===== config.mk =====
export PLATFORM = sky130hd
export DESIGN_NAME = i2c_xfer_seq
export DESIGN_NICKNAME = d
export VERILOG_FILES = /design/src/rtl/i2c_seq_pkg.sv /design/src/rtl/i2c_seq_addr.sv /design/src/rtl/i2c_seq_decode.sv /design/src/rtl/i2c_xfer_seq.sv
export SDC_FILE = /design/constraint.sdc
export NUM_CORES = 1
export LEC_CHECK = 0
export ABC_CLOCK_PERIOD_IN_PS = 4600
export BUFFER_PORTS_ARGS = -buffer_cell sky130_fd_sc_hd__buf_2
export CAP_MARGIN = 10
export CORE_UTILIZATION = 40
export CTS_BUF_LIST = sky130_fd_sc_hd__clkbuf_2 sky130_fd_sc_hd__clkbuf_4 sky130_fd_sc_hd__clkbuf_8
export DETAILED_ROUTE_END_ITERATION = 8
export GPL_TIMING_DRIVEN = 0
export HOLD_SLACK_MARGIN = 0.1
export PLACE_DENSITY_LB_ADDON = 0.15
export SETUP_SLACK_MARGIN = 0.05
export SLEW_MARGIN = 20
export SYNTH_ARGS = -nofsm -noshare
export SYNTH_HDL_FRONTEND = slang
export SYNTH_HIERARCHICAL = 1
export SYNTH_SLANG_ARGS = --single-unit

===== constraint.sdc =====
create_clock -name clk -period 4.6 [get_ports clk]
set_input_delay 1.38 -clock clk [delete_from_list [all_inputs] [get_ports clk]]
set_output_delay 1.38 -clock clk [all_outputs]
set_load 0.01 [all_outputs]

===== src/rtl/i2c_seq_pkg.sv =====
package i2c_seq_pkg;

    typedef enum logic [2:0] {
        S_IDLE, S_WSTART, S_WADDR1, S_WADDR2, S_WSACK, S_WSDATA
    } seq_state_t;

    typedef enum logic [3:0] {
        A_ADDR1, A_ADDR2, A_SEND, A_CONT, A_RECV, A_RECV_STOP,
        A_STOP, A_NODEV, A_IOERR
    } seq_act_t;

    typedef enum logic [1:0] {
        E_NONE  = 2'd0,
        E_NODEV = 2'd1,
        E_IO    = 2'd2
    } seq_err_t;

    localparam logic [7:0] ST_START    = 8'h08;
    localparam logic [7:0] ST_RSTART   = 8'h10;
    localparam logic [7:0] ST_WA_ACK   = 8'h18;
    localparam logic [7:0] ST_WA_NACK  = 8'h20;
    localparam logic [7:0] ST_WD_ACK   = 8'h28;
    localparam logic [7:0] ST_WD_NACK  = 8'h30;
    localparam logic [7:0] ST_RA_ACK   = 8'h40;
    localparam logic [7:0] ST_RA_NACK  = 8'h48;
    localparam logic [7:0] ST_RD_ACK   = 8'h50;
    localparam logic [7:0] ST_RD_NACK  = 8'h58;
    localparam logic [7:0] ST_WA2_ACK  = 8'hD0;
    localparam logic [7:0] ST_RA2_ACK  = 8'hE0;

    typedef struct packed {
        logic [7:0] first;
        logic [7:0] second;
    } addr_pair_t;

    function automatic addr_pair_t form_addr(logic [9:0] a, logic ten, logic rd);
        addr_pair_t p;
        if (ten) begin
            p.first  = {5'b11110, a[9:8], rd};
            p.second = a[7:0];
        end else begin
            p.first  = {a[6:0], rd};
            p.second = 8'h00;
        end
        return p;
    endfunction

    function automatic seq_err_t act_to_err(seq_act_t a);
        if (a == A_NODEV) return E_NODEV;
        if (a == A_IOERR) return E_IO;
        return E_NONE;
    endfunction

endpackage


===== src/rtl/i2c_seq_addr.sv =====
module i2c_seq_addr
    import i2c_seq_pkg::*;
(
    input  logic [9:0]  addr,
    input  logic        ten,
    input  logic        rd,
    output addr_pair_t  pair
);
    always_comb pair = form_addr(addr, ten, rd);
endmodule


===== src/rtl/i2c_seq_decode.sv =====
module i2c_seq_decode
    import i2c_seq_pkg::*;
#(
    parameter int LEN_W = 8
) (
    input  seq_state_t        st,
    input  logic [7:0]        status,
    input  logic              ten,
    input  logic [LEN_W-1:0]  left,
    output seq_act_t          act,
    output seq_state_t        nxt,
    output logic              dec,
    output logic              clr_ack
);
    localparam logic [LEN_W-1:0] ONE = LEN_W'(1);
    localparam logic [LEN_W-1:0] TWO = LEN_W'(2);

    logic none_left;
    assign none_left = (left == '0);

    always_comb begin
        act     = A_STOP;
        nxt     = S_IDLE;
        dec     = 1'b0;
        clr_ack = 1'b0;
        if (st != S_IDLE) begin
            case (status)
                ST_START, ST_RSTART: begin
                    act = A_ADDR1;
                    nxt = S_WADDR1;
                end
                ST_WA_ACK, ST_WA2_ACK, ST_WD_ACK: begin
                    if (status == ST_WA_ACK && ten) begin
                        act = A_ADDR2;
                        nxt = S_WADDR2;
                    end else if (!none_left) begin
                        act = A_SEND;
                        nxt = S_WSACK;
                        dec = 1'b1;
                    end
                end
                ST_RA_ACK, ST_RA2_ACK: begin
                    if (status == ST_RA_ACK && ten) begin
                        act = A_ADDR2;
                        nxt = S_WADDR2;
                    end else if (!none_left) begin
                        act     = A_CONT;
                        nxt     = S_WSDATA;
                        clr_ack = (left == ONE);
                    end
                end
                ST_RD_ACK: begin
                    act     = A_RECV;
                    nxt     = S_WSDATA;
                    dec     = !none_left;
                    clr_ack = (left <= TWO);
                end
                ST_RD_NACK: act = A_RECV_STOP;
                ST_WA_NACK, ST_WD_NACK, ST_RA_NACK: act = A_NODEV;
                default: act = A_IOERR;
            endcase
        end
    end
endmodule


===== src/rtl/i2c_xfer_seq.sv =====
module i2c_xfer_seq
    import i2c_seq_pkg::*;
#(
    parameter int LEN_W = 8
) (
    input  logic              clk,
    input  logic              rst,
    input  logic              req_valid,
    input  logic [9:0]        req_addr,
    input  logic              req_ten,
    input  logic              req_read,
    input  logic [LEN_W-1:0]  req_len,
    input  logic [7:0]        wr_data,
    output logic              wr_take,
    output logic              rd_valid,
    output logic [7:0]        rd_data,
    output logic              done,
    output logic [1:0]        err,
    input  logic              eng_flag,
    input  logic [7:0]        eng_status,
    input  logic [7:0]        eng_rdata,
    output logic              ctl_we,
    output logic              ctl_start,
    output logic              ctl_stop,
    output logic              ctl_ack,
    output logic              dat_we,
    output logic [7:0]        dat_wdata,
    output logic              eng_reset
);
    seq_state_t        state;
    logic [LEN_W-1:0]  left;
    logic              ack_q;
    logic [9:0]        addr_q;
    logic              ten_q;
    logic              rd_q;
    seq_err_t          err_q;

    addr_pair_t        pair;
    seq_act_t          act;
    seq_state_t        nxt;
    logic              dec;
    logic              clr_ack;
    logic              accept;
    logic              ack_nx;

    i2c_seq_addr u_addr (
        .addr (addr_q),
        .ten  (ten_q),
        .rd   (rd_q),
        .pair (pair)
    );

    i2c_seq_decode #(.LEN_W(LEN_W)) u_dec (
        .st      (state),
        .status  (eng_status),
        .ten     (ten_q),
        .left    (left),
        .act     (act),
        .nxt     (nxt),
        .dec     (dec),
        .clr_ack (clr_ack)
    );

    // A step is taken once per flag; the control write just issued clears it.
    assign accept = eng_flag && !ctl_we;
    assign ack_nx = ack_q && !clr_ack;
    assign err    = err_q;

    always_ff @(posedge clk) begin
        if (rst) begin
            state     <= S_IDLE;
            left      <= '0;
            ack_q     <= 1'b0;
            addr_q    <= '0;
            ten_q     <= 1'b0;
            rd_q      <= 1'b0;
            err_q     <= E_NONE;
            wr_take   <= 1'b0;
            rd_valid  <= 1'b0;
            rd_data   <= '0;
            done      <= 1'b0;
            ctl_we    <= 1'b0;
            ctl_start <= 1'b0;
            ctl_stop  <= 1'b0;
            ctl_ack   <= 1'b0;
            dat_we    <= 1'b0;
            dat_wdata <= '0;
            eng_reset <= 1'b0;
        end else begin
            wr_take   <= 1'b0;
            rd_valid  <= 1'b0;
            done      <= 1'b0;
            ctl_we    <= 1'b0;
            ctl_start <= 1'b0;
            ctl_stop  <= 1'b0;
            dat_we    <= 1'b0;
            eng_reset <= 1'b0;
            if (accept) begin
                ctl_we  <= 1'b1;
                ctl_ack <= ack_nx;
                ack_q   <= ack_nx;
                state   <= nxt;
                if (dec) left <= left - LEN_W'(1);
                case (act)
                    A_ADDR1: begin
                        dat_we    <= 1'b1;
                        dat_wdata <= pair.first;
                    end
                    A_ADDR2: begin
                        dat_we    <= 1'b1;
                        dat_wdata <= pair.second;
                    end
                    A_SEND: begin
                        dat_we    <= 1'b1;
                        dat_wdata <= wr_data;
                        wr_take   <= 1'b1;
                    end
                    A_CONT: ;
                    A_RECV: begin
                        rd_valid <= 1'b1;
                        rd_data  <= eng_rdata;
                    end
                    A_RECV_STOP: begin
                        rd_valid <= 1'b1;
                        rd_data  <= eng_rdata;
                        ctl_stop <= 1'b1;
                    end
                    A_IOERR: begin
                        ctl_stop  <= 1'b1;
                        eng_reset <= 1'b1;
                    end
                    default: ctl_stop <= 1'b1;
                endcase
                if (state != S_IDLE && nxt == S_IDLE) begin
                    done  <= 1'b1;
                    err_q <= act_to_err(act);
                end
            end else if (req_valid && state == S_IDLE) begin
                addr_q    <= req_addr;
                ten_q     <= req_ten;
                rd_q      <= req_read;
                left      <= req_len;
                ack_q     <= 1'b1;
                ctl_we    <= 1'b1;
                ctl_start <= 1'b1;
                ctl_ack   <= 1'b1;
                state     <= S_WSTART;
            end
        end
    end

    // completion is a single-cycle pulse
    p_done_single_r12: assert property (@(posedge clk) disable iff (rst)
        done |=> !done);

    // START and STOP are never requested in one control write
    p_start_stop_excl_r2: assert property (@(posedge clk) disable iff (rst)
        ctl_we |-> !(ctl_start && ctl_stop));

    // a START is only issued in answer to a request strobe
    p_start_after_req_r2: assert property (@(posedge clk) disable iff (rst)
        ctl_start |-> $past(req_valid));

    // every consumed outgoing byte goes to the data register, never with STOP
    p_take_pairs_data_r5: assert property (@(posedge clk) disable iff (rst)
        wr_take |-> (dat_we && ctl_we && !ctl_stop));

    // engine soft reset always rides with STOP and an I/O-error completion
    p_reset_with_stop_r10: assert property (@(posedge clk) disable iff (rst)
        eng_reset |-> (ctl_we && ctl_stop && done && err == E_IO));

    // a no-device completion always carries STOP
    p_nodev_stop_r8: assert property (@(posedge clk) disable iff (rst)
        (done && err == E_NODEV) |-> (ctl_we && ctl_stop));
endmodule


# == Word level (Yosys, flattened, before mapping) ==
# Index checks and enable logic that the tools add are counted.
# op_classes
addsub,1
n_mul,0
n_div,0
magnitude_cmp,1
eq_ne,21
n_shift,0
muxes,49
bitwise,1
reduce_logical,30
# op_table
op,n
$eq 8x7->1 const B,4
$mux 3,9
$eq 8x6->1 const B,3
$mux 1,24
$mux 8,3
$pmux 4 s6,1
$pmux 8 s3,1
$eq 8x5->1 const B,2
$eq 8x8->1 const B,2
$mux 16,1
$eq 4x3->1 const B,3
$mux 4,3
$pmux 3 s4,1
$reduce_and 2->1,5
$reduce_or 2->1,5
$reduce_or 3->1,3
$eq 4x2->1 const B,2
$eq 8x1->1 const B,1
$eq 8x4->1 const B,1
$le 8x2->1 const B,1
$logic_not 8->1,1
$mux 2,4
$sub 8x1->8 const B,1
$logic_and 1x1->1,6
11 further kinds,16
# word_totals
reg_bits,50
latchBits,0
mem_bits_rw,0
romBits,0
output_inout_bits,27
memories,0

# == Longest topological paths before layout ==
# Gate-level depths: netlist of the first run.
# logic_depth
depth_word,16
mapped_depth,11

# == Modules after synthesis ==
# The synthesis of the first run kept the hierarchy.
# modules_own_cells
mod,n_inst,cells_per_inst,area_per_inst_um2,seq_area_each_um2
i2c_xfer_seq,1,257,2194.6,1001.0
i2c_seq_decode,1,76,454.2,0.0
i2c_seq_addr,1,17,132.6,0.0

# == Least setup slack after synthesis of the first run ==
# No wires, ideal clock.
# synth_path
path_kind,in2reg
start,in eng_status[6]
end,reg rd_data[0]
t_arrival_ns,3.251
path_slack_ns,1.222
stages,10
path_buffers,1
cell_sequence,buf_4 nor2b_1 a22oi_1 o21ai_1 o21ai_1 o21ai_0 nand2b_1 nor3_4 mux2i_1 nor2_1
# synth_between
elab_chain_len,8
elab_cells_between_ends,26
# synth_rtl
item,line_no,rtl
"start, declared",i2c_xfer_seq.sv:20,"input logic [7:0] eng_status,"
$eq 8x7->1 / $eq 8x5->1 (equally long branches),"i2c_seq_decode.sv:27, i2c_seq_decode.sv:43, i2c_seq_decode.sv:33",
$logic_and 1x1->1 (on tied branches),"i2c_seq_decode.sv:43, i2c_seq_decode.sv:33",
$mux 4 (on tied branches),"i2c_seq_decode.sv:43, i2c_seq_decode.sv:33",
$pmux 4 s6 *,i2c_seq_decode.sv:27,case (status)
$mux 4 *,i2c_seq_decode.sv:26,if (st != S_IDLE) begin
named net act[2],i2c_xfer_seq.sv:39,seq_act_t act;
$eq 4x3->1,i2c_xfer_seq.sv:104,case (act)
$reduce_or 2->1 (no source line) *,--,
$reduce_and 2->1 (no source line) *,--,
"end signal, assigned",i2c_xfer_seq.sv:121,rd_data <= eng_rdata;
"end signal, assigned",i2c_xfer_seq.sv:125,rd_data <= eng_rdata;
"end, declared",i2c_xfer_seq.sv:16,"output logic [7:0] rd_data,"
# The timed path passes the listed nets; every way through them passes the cells marked *.
# A chain may end at the register's enable or synchronous reset.

# == Worst setup path in the final report of the first run ==
# Same ends and word-level chain as after synthesis.

==> results.yml, run 1 <==
status:
  status: "complete, no violations"
hold_path:
  holdPathStages: 2
  hp-class: "reg -> reg"
setup_path:
  path_max_fanout: 10
  ff2ff_path_depth: 9
  cp-start-kind: "input pin"
  critPathCaptureType: "flop"
  worstPathCellList: "buf_2 -> buf_4 -> nor2b_1 -> a22oi_1 -> o21ai_1 -> o21ai_1 -> o21ai_0 -> nand2b_1 -> nor3_4 -> mux2i_1 -> nor2_1"
  path_common_cell: "o21ai_1"
  crit_arrival_ps: 3900
  worstSetupPathType: "in -> reg"
  critPathMaxStageDelay_ps: 480
  cp_slowest_cell: "o21ai_0"
  cp.required_ps: 4790
synth:
  ys_types: 60
  yosys_most_used_dff: "dfxtp_1"
  synth_area_leaders: "dfxtp_1, a21oi_1, mux2i_1"
  yosysTopAreaCell: "dfxtp_1"
  synth_top_area_frac: 0.3599
  syn-num-nets: 399
  synth-seq-cells: 50
  netlist_area_um2: 2781
  ys_async_sr_fraction: 0
  yosysSeqAreaShare: 0.3599
  synth_cells: 350
  yosys_warnings: 6
  synth_edf_count: 0
  synth.avg_cell_area_um2: 7.947
cts:
  cts_tree: "yes"
  clk_pin_slew_worst_paths_ps: 100
  cts_buffers: 5
  cts_resized: 0
  clock_sinks: 50
  holdBufCountCts: 0
  htree_levels: 2
  post_cts_buffers: 0
  cts_max_path_buffers: 2
  cts_root_buffer: "clkbuf_8"
  clk_latency_ps: 310
floorplanning:
  rows: 30
  fp.dieH_um: 85.39
  initial_utilization: 0.4117
  io_pins: 75
  die_x_um: 85.39
  core_region_area_um2: 6756
  die-area_um2: 7291
timing:
  max_freq_mhz: 269.9
  worst_slack_ps: 895.2
  hold_viol: 0
  layout_min_cycle_time_ps: 3705
  fin_tns_setup_ps: 0
  finalClockSkew_ps: 9.205
  finalSetupViolCount: 0
  tightest_slew_ps: 811.8
  slew_violations: 0
  slew_headroom: 0.4503
  rsz0062_at_grt: "false"
  period_share: 0.8054
placed_design:
  place_area_um2: 3247
  port_buffers: 73
  place.gp.congestion: 0.8734
  hpwlAfterDp_um: 5434
  pre_cts_slack_ps: 549.6
global_routing:
  grt_pass1_wl_um: 11820
  grt_max_degree: 18
  track_usage: 0.2042
  grt_pass1_vias: 2471
  overflow: 0
  antenna_found_initial: 0
route:
  wire_per_inst_um: 13.90
  num_vias: 2714
  routed_via_density: 5.311
  ant_nets: 0
  drt_iter0_markers: 178
  drc: 0
  drt_pass1_iterations: 4
  wl_um: 7105
job:
  maxCapViolations: 0
cells_and_area:
  layout_common_cells: "buf_2, dfxtp_1, nand2_1"
  final_common_cell: "buf_2"
  drive_above_1_share: 0.2599
  fin_area_um2: 3341
  synthToLayoutAreaGrowth_pct: 20.11
  antennaDiodeCount: 0
  nNetsFinal: 479
power:
  p_per_area_nw_per_um2: 275.1
  ir_worst_vdd_v: 0.0001719
  p_leak_nw: 1.333
-- through the flow --
stage	cells	utilization	hold WS (ps)	power [W]
after floorplan	350	-	431.7	0.0005960
after CTS	511	0.4944	460.2	0.0009268
after global routing	511	0.4944	477.5	0.0009659
after detailed placement	503	0.4806	446.3	0.0006591
after global placement	503	0.4806	443.1	0.0006556
final	511	0.4944	457.8	0.0009190
-- Yosys cell counts, types with 3 or more instances --
cell type	n
or3_1	3
nor3_1	11
a21oi_1	41
o21ai_0	11
mux2i_1	18
a22oi_1	6
nor2b_1	6
nand2b_1	3
and2_2	6
o21ai_1	9
clkbuf_1	12
inv_1	5
nor4_1	3
nand2_1	46
nand4_1	3
and2_1	11
dfxtp_1	50
nor2_1	36
buf_2	5
nand3_1	8
and3_1	3
-- layout make-up --
cell class,instances,area (µm²)
clock buffer,5,68.82
fill,711,3416
timing repair buffer,73,365.4
multi-input combinational,274,1654
buffer,21,107.6
clock inverter,3,25.02
inverter,5,18.77
sequential,50,1001
tap,80,100.1
-- critical path, delay by kind of cell --
kind                   cells  cell delay, ps
AND/OR/NAND/NOR            4             990
AO/OA/AOI/OAI              4             990
buffers and inverters      2             260
multiplexers               1             260
-- layer usage --
| layer | vias up | track usage | wire (µm) |
|---|---|---|---|
| li1 | 1403 | - | - |
| met1 | 1225 | 0.2939 | 3570 |
| met2 | 82 | 0.3160 | 3065 |
| met3 | 4 | 0.04086 | 414 |
| met4 | 0 | 0.04545 | 55 |
| met5 | - | 0 | 0 |
-- path summary, 6_finish.rpt --
kind / from / endpoint / slack (ps)
hold reg to reg: dat_wdata[3] / dat_wdata[3] / 460
hold / removal: dat_wdata[3] / dat_wdata[3] / 460
setup / recovery: eng_status[6] / rd_data[0] / 900
setup reg to reg: left[2] / err[0] / 1870
-- flip-flops by register name, indices dropped and copies added, names as in the netlist, 2 cells and up --
| name | cells |
|---|---|
| state | 3 |
| left | 8 |
| addr_q | 10 |
| rd_data | 8 |
| dat_wdata | 8 |
| err | 2 |
-- report_power, final --
group	switching, W	leakage [nW]	internal [W]
clock network	0.000159	0.0447	0.000110
logic	0.000104	0.881	0.0000767
registers	0.0000169	0.407	0.000451
total	0.000281	1.33	0.000638
-- kinds of logic (layout without fill, tap and decap cells) --
kind of cell	after synthesis	after routing	synth area share
AO/OA/AOI/OAI	88	88	0.1880
adder cells (fa/ha/maj)	1	1	0.004498
buffers and inverters	26	107	0.04543
flip-flops	50	50	0.3599
multiplexers	21	21	0.07782
AND/OR/NAND/NOR	164	164	0.3243
Power figures use the tool's default switching activity.
==> run 2, diff against run 1 <==
--- a/config.mk
+++ b/config.mk
@@ -5,7 +5,8 @@
 export SDC_FILE = /design/constraint.sdc
 export NUM_CORES = 1
 export LEC_CHECK = 0
-export ABC_CLOCK_PERIOD_IN_PS = 4600
+export ABC_AREA = 1
+export ABC_CLOCK_PERIOD_IN_PS = 3200
 export BUFFER_PORTS_ARGS = -buffer_cell sky130_fd_sc_hd__buf_2
 export CAP_MARGIN = 10
 export CORE_UTILIZATION = 40
==> constraint.sdc (replaced) <==
create_clock -name clk -period 3.2 [get_ports clk]
set_input_delay 0.96 -clock clk [delete_from_list [all_inputs] [get_ports clk]]
set_output_delay 0.96 -clock clk [all_outputs]
set_load 0.01 [all_outputs]
==> results.yml, run 2 <==
synth:
  yosys_warnings: 6
  synth_area_leaders: "dfxtp_1, nand2_1, nor2_1"
  netlist_area_um2: 2790
  ys_top_cells_by_count: "nand2_1, nor2_1, dfxtp_1, o21ai_0, inv_1"
  ys_types: 31
  yosysSeqAreaShare: 0.3587
  synth_top_area_frac: 0.3587
  yosysTopAreaCell: "dfxtp_1"
  synth_edf_count: 0
  syn-num-nets: 478
  synth.avg_cell_area_um2: 6.504
  synth.most_common_cell: "nand2_1"
  ys_async_sr_fraction: 0
  yosys_most_used_dff: "dfxtp_1"
  synth_cells: 429
  synth-seq-cells: 50
setup_path:
  cp-start-kind: "input pin"
  critPathMaxStageDelay_ps: 470
  crit_arrival_ps: 2880
  worstSetupPathType: "in -> reg"
  cp.required_ps: 3440
  path_common_cell: "nand2_1"
  worstPathCellList: "buf_2 -> inv_2 -> nand2_4 -> nor2_8 -> nand3_4 -> nand2_1 -> nand2_1 -> a21oi_1 -> nor2_4 -> a21oi_2 -> nand2_1 -> a21oi_1"
  cp_slowest_cell: "a21oi_1"
  path_max_fanout: 10
  critPathCaptureType: "flop"
cts:
  cts_max_path_buffers: 2
  cts_root_buffer: "clkbuf_8"
  cts_resized: 0
  cts_buffers: 5
  cts_tree: "yes"
  post_cts_buffers: 0
  clk_latency_ps: 300
  htree_levels: 2
  clk_pin_slew_worst_paths_ps: 100
  holdBufCountCts: 0
  clock_sinks: 50
global_routing:
  grt_pass1_wl_um: 11670
  antenna_found_initial: 0
  overflow: 0
  grt_pass1_vias: 2532
  track_usage: 0.1957
  grt_max_degree: 18
route:
  wl_um: 6867
  drt_iter0_markers: 108
  wire_per_inst_um: 11.62
  num_vias: 2828
  ant_nets: 0
  drt_pass1_iterations: 6
  drc: 1
  routed_via_density: 4.785
floorplanning:
  io_pins: 75
  core_region_area_um2: 6756
  fp.dieH_um: 85.52
  initial_utilization: 0.4130
  die-area_um2: 7314
  die_x_um: 85.52
  rows: 30
cells_and_area:
  final_common_cell: "nand2_1"
  final_core_util: 0.4998
  synthToLayoutAreaGrowth_pct: 21.03
  nNetsFinal: 559
  fillCellCount: 700
  largest_reg_flops: 10
  antennaDiodeCount: 0
  drive_above_1_share: 0.2642
  top_register: "addr_q"
  layout_common_cells: "nand2_1, nor2_1, buf_2"
timing:
  hold_viol: 0
  tightest_slew_ps: 550.9
  slew_headroom: 0.6327
  layout_min_cycle_time_ps: 2644
  finalSetupViolCount: 0
  period_share: 0.8264
  slew_violations: 0
  max_freq_mhz: 378.2
  rsz0062_at_grt: "false"
  finalClockSkew_ps: 5.769
  fin_tns_setup_ps: 0
placed_design:
  place.gp.congestion: 0.8567
  port_buffers: 74
  hpwlAfterDp_um: 5176
power:
  ir_worst_vdd_v: 0.0002441
  p_leak_nw: 1.756
  p_per_area_nw_per_um2: 438.5
status:
  violations: "DRC"
  status: "finished, violations left"
job:
  maxCapViolations: 0
hold_path:
  hp-class: "reg -> reg"
[run 2: where the power goes]
| group | total, W | switching, W | internal [W] |
|---|---|---|---|
| clock | 0.000472 | 0.000234 | 0.000238 |
| combinational | 0.000316 | 0.000195 | 0.000121 |
| sequential | 0.000693 | 0.0000311 | 0.000662 |
[run 2: final cells by class]
cell class              instances  area [µm²]  area share
inverters                      44       165.2     0.04891
plain buffers                  12       71.32     0.02112
repair buffers                 74       370.4      0.1097
clock inverters                 3       47.55     0.01408
flip-flops and latches         50        1001      0.2964
multi-input cells             323        1553      0.4598
clock buffers                   5       68.82     0.02038
well taps                      80       100.1     0.02964
[run 2: worst max-delay path: cells and delay by family]
family,cells,cell delay [ps]
AOI/OAI and AO/OA,3,970
and+or+nand+nor,7,780
buffers and inverters,2,160
[run 2: worst paths after layout]
check                      from      endpoint  slack (ps)  depth (start not counted)
setup / recovery  eng_status[0]  dat_wdata[0]         560                         12
hold / removal       rd_data[1]    rd_data[1]         490                          2
setup reg to reg          ten_q  dat_wdata[0]         970                          8
hold reg to reg      rd_data[1]    rd_data[1]         490                          2
[run 2: kinds of logic after synthesis]
kind of cell / after synthesis / share of synthesized area
compound gates: 67 / 0.1269
flops: 50 / 0.3587
buf+inv: 56 / 0.08475
simple gates: 255 / 0.4251
fa+ha+maj: 1 / 0.004484
[run 2: per-stage QoR]
stage | setup WS (ps) | total power [W] | hold WS [ps] | area (µm²) | std cells
4_1_cts | 534.2 | 0.001496 | 493.2 | 3377 | 591
3_3_place_gp | 223.2 | 0.001018 | 463.0 | 3261 | 583
3_5_place_dp | 227.6 | 0.001024 | 468.7 | 3261 | 583
2_1_floorplan | 626.5 | 0.0009219 | 455.4 | 2790 | 429
6_report | 555.5 | 0.001481 | 486.6 | 3377 | 591
5_1_grt | 361.4 | 0.001567 | 516.5 | 3377 | 591
[run 2: metal layers]
layer  vias to the layer above  GRT usage  part of all wire
met3                         2    0.04139             0.057
met1                      1244     0.2666              0.49
met2                        64     0.3222              0.44
met4                         0    0.03788            0.0039
li1                       1518          -                 -
met5                         -          0                 0
